$ cat config.mk
export PLATFORM = sky130hd
export DESIGN_NAME = tsb_ptr_unit
export DESIGN_NICKNAME = d
export VERILOG_FILES = /design/src/rtl/tsb_ptr_unit.sv
export SDC_FILE = /design/constraint.sdc
export NUM_CORES = 1
export LEC_CHECK = 0
export BUFFER_PORTS_ARGS = -buffer_cell sky130_fd_sc_hd__buf_2
export CAP_MARGIN = 20
export CORE_MARGIN = 4
export CORE_UTILIZATION = 30
export DETAILED_ROUTE_END_ITERATION = 10
export GPL_TIMING_DRIVEN = 0
export MAX_ROUTING_LAYER = met4
export PLACE_DENSITY = 0.49
export SLEW_MARGIN = 25
export SYNTH_ARGS = -nofsm -noshare
export SYNTH_HDL_FRONTEND = slang
export SYNTH_SLANG_ARGS = --single-unit
$ cat constraint.sdc
create_clock -name clk -period 24.5 [get_ports clk]
set_clock_uncertainty 0.05 [all_clocks]
set_input_delay 4.9 -clock clk [delete_from_list [all_inputs] [get_ports clk]]
set_output_delay 4.9 -clock clk [all_outputs]
set_load 0.02 [all_outputs]
$ cat src/rtl/tsb_ptr_unit.sv
module tsb_ptr_unit #(
  parameter int CTX_W  = 13,
  parameter int PART_W = 8,
  parameter int OFF_W  = 12
) (
  input  logic             clk,
  input  logic             rst_n,
  input  logic             req_valid,
  input  logic             req_write,
  input  logic [1:0]       req_sel,
  input  logic [OFF_W-1:0] req_offset,
  input  logic [63:0]      req_wdata,
  output logic             rsp_valid,
  output logic             rsp_err,
  output logic [63:0]      rsp_rdata
);

  localparam logic [1:0] SP_REG = 2'd0;
  localparam logic [1:0] SP_TBL = 2'd1;
  localparam logic [1:0] SP_PTR = 2'd2;
  localparam int PAGE_LO = 13;
  localparam int SHIFT_BASE = 9;
  localparam int TGT_VA_LO = 22;
  localparam int TGT_CTX_LO = 48;

  logic [63:0]       tag_q;
  logic [PART_W-1:0] part_q;
  logic [63:0]       base_q [4];
  logic [63:0]       cfg_q  [2];

  logic        ctx_nz;
  logic [63:0] ptr0, ptr1, tgt;
  logic        dec_err;
  logic [63:0] dec_data;
  logic        wr_tag, wr_part, wr_tbl;
  logic        tbl_hit;
  logic [2:0]  tbl_idx;
  logic        tbl_grp;
  logic [1:0]  tbl_sub;

  function automatic logic [63:0] make_ptr(input logic [63:0] base,
                                           input logic [63:0] tag,
                                           input logic [2:0]  code,
                                           input logic        split_en);
    int          sz;
    int          sh;
    logic [63:0] mask;
    logic [63:0] res;
    sz   = int'(base[3:0]);
    sh   = SHIFT_BASE + 3 * int'(code);
    mask = ((64'd1 << (PAGE_LO + sz)) - 64'd1) & ~64'hF;
    res  = {base[63:PAGE_LO], {PAGE_LO{1'b0}}} | ((tag >> sh) & mask);
    if (split_en && base[12])
      res = res | (64'd1 << (PAGE_LO + sz));
    return res;
  endfunction

  assign ctx_nz = |tag_q[CTX_W-1:0];
  assign ptr0 = make_ptr(base_q[{ctx_nz, 1'b0}], tag_q, cfg_q[ctx_nz][2:0], 1'b0);
  assign ptr1 = make_ptr(base_q[{ctx_nz, 1'b1}], tag_q, cfg_q[ctx_nz][2:0], 1'b1);
  assign tgt  = {3'b0, tag_q[CTX_W-1:0], 6'b0, tag_q[63:TGT_VA_LO]};

  assign tbl_idx = req_offset[5:3];
  assign tbl_hit = (req_offset[2:0] == 3'd0) && (req_offset[OFF_W-1:6] == '0) && (tbl_idx < 3'd6);
  assign tbl_grp = (tbl_idx >= 3'd3);
  assign tbl_sub = tbl_grp ? 2'(tbl_idx - 3'd3) : tbl_idx[1:0];

  always_comb begin
    dec_err  = 1'b0;
    dec_data = '0;
    wr_tag   = 1'b0;
    wr_part  = 1'b0;
    wr_tbl   = 1'b0;
    unique case (req_sel)
      SP_REG: begin
        if (req_offset == OFF_W'(12'h000)) begin
          dec_data = tgt;
          dec_err  = req_write;
        end else if (req_offset == OFF_W'(12'h030)) begin
          dec_data = tag_q;
          wr_tag   = req_write;
        end else if (req_offset == OFF_W'(12'h080)) begin
          dec_data = 64'(part_q);
          wr_part  = req_write;
        end else begin
          dec_err  = 1'b1;
        end
      end
      SP_TBL: begin
        if (!tbl_hit) dec_err = 1'b1;
        else begin
          wr_tbl = req_write;
          if (tbl_sub == 2'd2) dec_data = cfg_q[tbl_grp];
          else                 dec_data = base_q[{tbl_grp, tbl_sub[0]}];
        end
      end
      SP_PTR: begin
        if (req_write) dec_err = 1'b1;
        else if (req_offset == OFF_W'(12'h000)) dec_data = ptr0;
        else if (req_offset == OFF_W'(12'h008)) dec_data = ptr1;
        else dec_err = 1'b1;
      end
      default: dec_err = 1'b1;
    endcase
  end

  always_ff @(posedge clk) begin
    if (!rst_n) begin
      tag_q  <= '0;
      part_q <= '0;
      for (int i = 0; i < 4; i++) base_q[i] <= '0;
      for (int i = 0; i < 2; i++) cfg_q[i]  <= '0;
    end else if (req_valid && !dec_err) begin
      if (wr_tag)  tag_q  <= req_wdata;
      if (wr_part) part_q <= req_wdata[PART_W-1:0];
      if (wr_tbl) begin
        if (tbl_sub == 2'd2) cfg_q[tbl_grp] <= req_wdata;
        else                 base_q[{tbl_grp, tbl_sub[0]}] <= req_wdata;
      end
    end
  end

  always_ff @(posedge clk) begin
    if (!rst_n) begin
      rsp_valid <= 1'b0;
      rsp_err   <= 1'b0;
      rsp_rdata <= '0;
    end else begin
      rsp_valid <= req_valid;
      rsp_err   <= req_valid && dec_err;
      rsp_rdata <= (req_valid && !req_write && !dec_err) ? dec_data : '0;
    end
  end

endmodule


==> flow_metrics.env, run 1 <==
export IMPL_setup_tns_ns=0
export IMPL_reg2reg_depth=20
export IMPL_ys_top_cells_by_count="nand2_1 (498), edfxtp_1 (384), and2_1 (359)"
export IMPL_clk_latency_ns=0.65
export IMPL_synth_distinct_cells=85
export IMPL_gp_congestion=1.01
export IMPL_cp_max_fo=10
export IMPL_setup_violations=0
export IMPL_drive_gt1_share_pct=13.4
export IMPL_synth_edf_count=384
export IMPL_wl_um=141000
export IMPL_fin_crit_ns=9.72
export IMPL_startpoint_type="input pin"
export IMPL_ant_nets=0
export IMPL_htree_levels=3
export IMPL_worstMarginPinSlew_ns=1.19
export IMPL_cts_inserted_buffers=67
export IMPL_grt_pass1_vias=24600
export IMPL_min_path_type="reg2reg"
export IMPL_power_density_mw_per_mm2=67.7
export IMPL_drt_iter0_drc=3719
export IMPL_m1WireLength_um=57200
export IMPL_syn_inst=2848
export IMPL_cts_root_buf="clkbuf_16"
export IMPL_synth_most_common_cell="nand2_1"
export IMPL_syn_nets=2935
export IMPL_dp_slack_ns=14.41
export IMPL_vias=25600
export IMPL_yosysTopAreaCell="edfxtp_1"
export IMPL_hold_violations=0
export IMPL_synthTopCellsByArea="edfxtp_1 (41%), dfxtp_1 (9.7%), and2_1 (7.9%)"
export IMPL_synth_top_flop_cell="edfxtp_1"
export IMPL_ios=148
export IMPL_start_util_pct=30.3
export IMPL_grt_first_pass_wirelength_um=194000
export IMPL_slew_headroom_pct=20.5
export IMPL_wire_per_inst_um=32.1
export IMPL_async_flop_share_pct=0
export IMPL_avgSynthCellArea_um2=9.97
export IMPL_fin_crit_sh_pct=39.7
export IMPL_holdPathStages=2
export IMPL_wl_met2_um=61600
export IMPL_maxSlewViolCount=0
export IMPL_fp_row_count=112
export IMPL_worstPathRequired_ns=24.98
export IMPL_fin_ws_ns=14.78
export IMPL_ctsResizeCount=0
export IMPL_drc=0
export IMPL_die_h_um=316
export IMPL_wl_met3_um=15200
export IMPL_final_nets=3179
export IMPL_grtUsageTotal_pct=28.6
export IMPL_dieArea_mm2=0.0996
export IMPL_p_leak_uw=0.0118
export IMPL_synth_area_mm2=0.0284
export IMPL_grt_max_degree=40
export IMPL_clkTransAtPathRegs_ns=0.06
export IMPL_crit_arrival_ns=10.19
export IMPL_synth_top_cell_area_share_pct=40.6
export IMPL_dp_hpwl_um=105000
export IMPL_ys_warn_count=0
export IMPL_die_x_um=316
export IMPL_status="finished, final reports clean"
export IMPL_syn2layout_area_growth_pct=17.9
export IMPL_io_buffers=143
export IMPL_maxCapViolCount=0
export IMPL_top_layer="met4"
export IMPL_ctsHoldBuffers=0
export IMPL_antenna_found_initial=12
export IMPL_timing_fmax_mhz=103
export IMPL_cts_sinks=522
export IMPL_cp_end_kind="flip-flop"
export IMPL_core_area_mm2=0.0936
export IMPL_vdd_drop_max_mv=0.0504
export IMPL_grt_ovfl_total=0
export IMPL_dr_pass1_iters=6
export IMPL_cts_setup_buffers=0
export IMPL_criticalPathCategory="in2reg"
export IMPL_ctsLongestPathBuffers=3
export IMPL_seq_area_frac_synth_pct=50.3
export IMPL_cts_tree="built"
export IMPL_yosys_register_bits=522
export IMPL_rsz0062_at_grt="false"
export IMPL_vias_per_cell=5.82
export IMPL_final_util_pct=35.7
-- layout make-up --
type,instances,area [um^2]
multi-input cells,2057,13100
diodes,10,25.0
flip-flops and latches,522,14300
plain buffers,232,970
well taps,1254,1570
repair buffers,175,1150
clock inverters,27,295
clock buffers,96,1930
fillers,9636,60100
inverters,37,146
-- critical path: stages --
cell and delay, ns:
buf_2 0.12, clkbuf_1 0.37, a211oi_1 0.81, buf_2 0.45
buf_2 0.42, buf_1 0.78, buf_1 0.82, nand2_1 0.12
a31oi_1 0.74, a21oi_1 0.34, o22ai_1 0.29
-- cell usage in the layout, fill, tap and decap left out, types with 40 or more instances in the layout --
master and instances:
nand2_1 498, edfxtp_1 384, and2_1 359, clkbuf_1 190, buf_2 173, a21oi_1 170, nor2_1 157, mux2i_1 157
dfxtp_1 138, o22ai_1 83, clkbuf_16 71, a211oi_1 67, o21ai_0 64, a31oi_1 61, o221ai_1 47, nand3_1 42
mux4_2 40
-- logic make-up after synthesis --
kind of cell	synth area share [%]
adder cells (fa/ha/maj)	0.247
flip-flops	50.3
AND/OR/NAND/NOR	19.7
multiplexers	10.1
AO/OA/AOI/OAI	15.6
buffers and inverters	3.88
XOR/XNOR	0.128
-- registers in the layout (all words and copies together) (netlist names) --
signal     count
base_q       256
cfg_q        128
rsp_rdata     64
tag_q         64
part_q         8
rsp_err        1
rsp_valid      1
-- power breakdown --
group	total [uW]	internal, uW	switching, uW
clock network	1020	605	411
registers	996	979	17.4
logic	254	71.5	183
total	2270	1660	611
-- final timing paths --
| kind | from | endpoint | slack (ns) |
|---|---|---|---|
| min reg2reg | part_q[7] | part_q[7] | 0.48 |
| max reg2reg | tag_q[6] | rsp_rdata[19] | 16.57 |
| min | part_q[7] | part_q[7] | 0.48 |
| max | req_offset[3] | rsp_rdata[12] | 14.78 |
-- metrics by stage --
step           total power [uW]  hold WS, ns  instances  area [um^2]
3_5_place_dp               1260        0.457       4277        31200
5_1_grt                    2320        0.482       4405        33400
6_report                   2270        0.476       4410        33500
2_1_floorplan              1140        0.403       2848        28400
4_1_cts                    2270        0.470       4400        33400
3_3_place_gp               1260        0.449       4245        30700
-- routing by layer --
metal | track usage, % | vias up
li1 | - | 10900
met2 | 42.7 | 1670
met5 | - | -
met4 | 13.1 | 0
met3 | 6.17 | 354
met1 | 37.2 | 12800
(Power assumes the default switching activity.)
==> run 2, diff against run 1 <==
--- a/config.mk
+++ b/config.mk
@@ -5,6 +5,7 @@
 export SDC_FILE = /design/constraint.sdc
 export NUM_CORES = 1
 export LEC_CHECK = 0
+export ABC_AREA = 1
 export BUFFER_PORTS_ARGS = -buffer_cell sky130_fd_sc_hd__buf_2
 export CAP_MARGIN = 20
 export CORE_MARGIN = 4
==> constraint.sdc (replaced) <==
create_clock -name clk -period 9.52 [get_ports clk]
set_clock_uncertainty 0.05 [all_clocks]
set_input_delay 1.904 -clock clk [delete_from_list [all_inputs] [get_ports clk]]
set_output_delay 1.904 -clock clk [all_outputs]
set_load 0.02 [all_outputs]
==> flow_metrics.env, run 2 <==
export IMPL_status="finished, final reports clean"
export IMPL_synth_top_flop_cell="edfxtp_1"
export IMPL_crit_arrival_ns=7.41
export IMPL_core_area_mm2=0.0901
export IMPL_synthSimpleGateAreaFrac_pct=24.4
export IMPL_criticalPathCategory="reg2reg"
export IMPL_grt_max_degree=37
export IMPL_p_leak_uw=0.0122
export IMPL_synth_distinct_cells=54
export IMPL_cts_inserted_buffers=61
export IMPL_min_path_type="reg2reg"
export IMPL_placed_area_mm2=0.0301
export IMPL_synth_adder_area_share_pct=0.256
export IMPL_drc=0
export IMPL_ys_top_cells_by_count="nor2_1 (565), nand2_1 (439), nand3_1 (416)"
export IMPL_placedCellCount=4633
export IMPL_maxSlewViolCount=0
export IMPL_synth_area_mm2=0.0273
export IMPL_die_x_um=310
export IMPL_synth_compound_area_share_pct=15.0
export IMPL_fin_crit_ns=6.89
export IMPL_startpoint_type="flip-flop"
export IMPL_cp_end_kind="flip-flop"
export IMPL_worstPathRequired_ns=10.04
export IMPL_design_area_mm2=0.0323
export IMPL_final_util_pct=35.9
export IMPL_synth_top_family_by_area="simple AND/OR/NAND/NOR gates"
export IMPL_final_nets=3608
export IMPL_grtUsageTotal_pct=33.2
export IMPL_grt_first_pass_wirelength_um=214000
export IMPL_stdcell_count=4756
export IMPL_dp_slack_ns=3.07
export IMPL_synth_xor_area_share_pct=0.0320
export IMPL_ctsResizeCount=0
export IMPL_rsz0062_at_grt="false"
export IMPL_cts_root_buf="clkbuf_16"
export IMPL_crit_start="tag_q[9]"
export IMPL_dr_pass1_iters=8
export IMPL_cts_setup_buffers=0
export IMPL_top_regs="base_q x256, cfg_q x128"
export IMPL_drt_iter0_drc=5051
export IMPL_cts_tree="built"
export IMPL_antenna_found_initial=8
export IMPL_dieArea_mm2=0.0960
export IMPL_ys_warn_count=0
export IMPL_drive_gt1_share_pct=12.3
export IMPL_slew_headroom_pct=15.9
export IMPL_vias=28600
export IMPL_htree_levels=2
export IMPL_grt_ovfl_total=0
export IMPL_yosysTopAreaCell="edfxtp_1"
export IMPL_hold_violations=0
export IMPL_seq_area_frac_synth_pct=52.3
export IMPL_async_flop_share_pct=0
export IMPL_wire_per_inst_um=33.7
export IMPL_fp_row_count=110
export IMPL_synth_edf_count=384
export IMPL_syn_nets=3379
export IMPL_clk_latency_ns=0.67
export IMPL_die_h_um=310
export IMPL_ios=148
export IMPL_maxCapViolCount=0
export IMPL_synthTopCellsByArea="edfxtp_1 (42%), dfxtp_1 (10%), nor2_1 (7.8%)"
export IMPL_power_density_mw_per_mm2=184
export IMPL_fin_crit_sh_pct=72.4
export IMPL_dp_hpwl_um=119000
export IMPL_fin_ws_ns=2.63
export IMPL_worstMarginPinSlew_ns=1.26
export IMPL_io_buffers=147
export IMPL_min_delay_start="part_q[3]"
export IMPL_largest_reg_flops=256
export IMPL_ant_nets=0
export IMPL_timing_fmax_mhz=145
export IMPL_vias_per_cell=6.01
export IMPL_setup_violations=0
export IMPL_mostFrequentLayoutCells="nor2_1 (565), nand2_1 (436), nand3_1 (416)"
export IMPL_start_util_pct=30.3
export IMPL_setup_tns_ns=0
export IMPL_syn_inst=3292
export IMPL_syn2layout_area_growth_pct=18.2
export IMPL_vdd_drop_max_mv=0.145
export IMPL_cp_max_fo=10
export IMPL_synth_most_common_cell="nor2_1"
export IMPL_cts_sinks=522
export IMPL_mostFrequentLayoutCell="nor2_1"
export IMPL_avgSynthCellArea_um2=8.30
export IMPL_clkTransAtPathRegs_ns=0.06
export IMPL_ctsLongestPathBuffers=3
export IMPL_synth_top_cell_area_share_pct=42.2
export IMPL_top_register="base_q"
export IMPL_grt_pass1_vias=26200
export IMPL_ctsHoldBuffers=0
export IMPL_yosys_register_bits=522
export IMPL_synthMuxAreaShare_pct=0.146
export IMPL_gp_congestion=1.05
export IMPL_r2r_start="tag_q[9]"
export IMPL_wl_um=160000
## run 2: cell types whose count changed after synthesis, sizes merged, moves of 64 or more
cell and change:
o21ai +185, inv +239, nor2 +427, a21boi -65
mux2i -154, buf +66, and2 -363, nor3 +81
nand3 +375, o22ai -64
## run 2: cell type report
type / instances / area [um^2]
well taps: 1176 / 1470
inverters: 277 / 1040
clock inverters: 26 / 334
clock buffers: 90 / 1850
fillers: 9521 / 57800
flip-flops and latches: 522 / 14300
repair buffers: 166 / 1210
multi-input cells: 2249 / 11000
diodes: 6 / 15.0
plain buffers: 244 / 1150
## run 2: logic make-up (layout without fill, tap and decap cells)
logic type | after synthesis | in the layout
simple gates | 1565 | 1565
compound gates | 674 | 674
flops | 522 | 522
buf+inv | 521 | 803
fa+ha+maj | 5 | 5
mux | 4 | 4
xor+xnor | 1 | 1
other cells | 0 | 6
## run 2: worst max-delay path, cell delays in order, from the launching register on
cell and delay (ns):
dfxtp_1 0.38, nor2_1 0.16, nand2_1 0.08, nor2_2 0.13, nand2_4 0.16, inv_2 0.13, buf_4 0.22, buf_2 0.33
buf_2 0.43, buf_2 0.46, o21ai_0 0.48, ha_1 0.43, fa_1 0.53, clkbuf_1 0.45, clkinv_1 0.47, clkbuf_1 0.38
nand3_1 0.27, nand3_1 0.18, a21oi_1 0.52, o21ai_0 0.23, a21oi_1 0.28
## run 2: routing by layer
| layer | vias to the layer above | share of wire [%] | track usage (%) |
|---|---|---|---|
| li1 | 11900 | - | - |
| met5 | - | 0 | - |
| met4 | 0 | 5.6 | 15.9 |
| met2 | 2233 | 42 | 47.8 |
| met1 | 14000 | 39 | 42.7 |
| met3 | 440 | 13 | 10.1 |
## run 2: per-stage QoR
stage | power (uW) | hold slack, ns
floorplan | 2990 | 0.375
global route | 6060 | 0.421
global placement | 3360 | 0.390
finish | 5950 | 0.406
detailed placement | 3360 | 0.393
CTS | 5900 | 0.402
## run 2: final timing paths
check	slack (ns)	cells after the start	end
max	2.63	20	rsp_rdata[8]
min	0.41	2	part_q[3]
max reg2reg	2.63	20	rsp_rdata[8]
min reg2reg	0.41	2	part_q[3]
## run 2: power by group
part / switching (uW) / leakage [uW] / total, uW / internal (uW)
Clock: 1050 / 0.00107 / 2580 / 1540
Combinational: 619 / 0.00638 / 805 / 186
Sequential: 36.8 / 0.00475 / 2560 / 2520
Total: 1700 / 0.0122 / 5950 / 4240
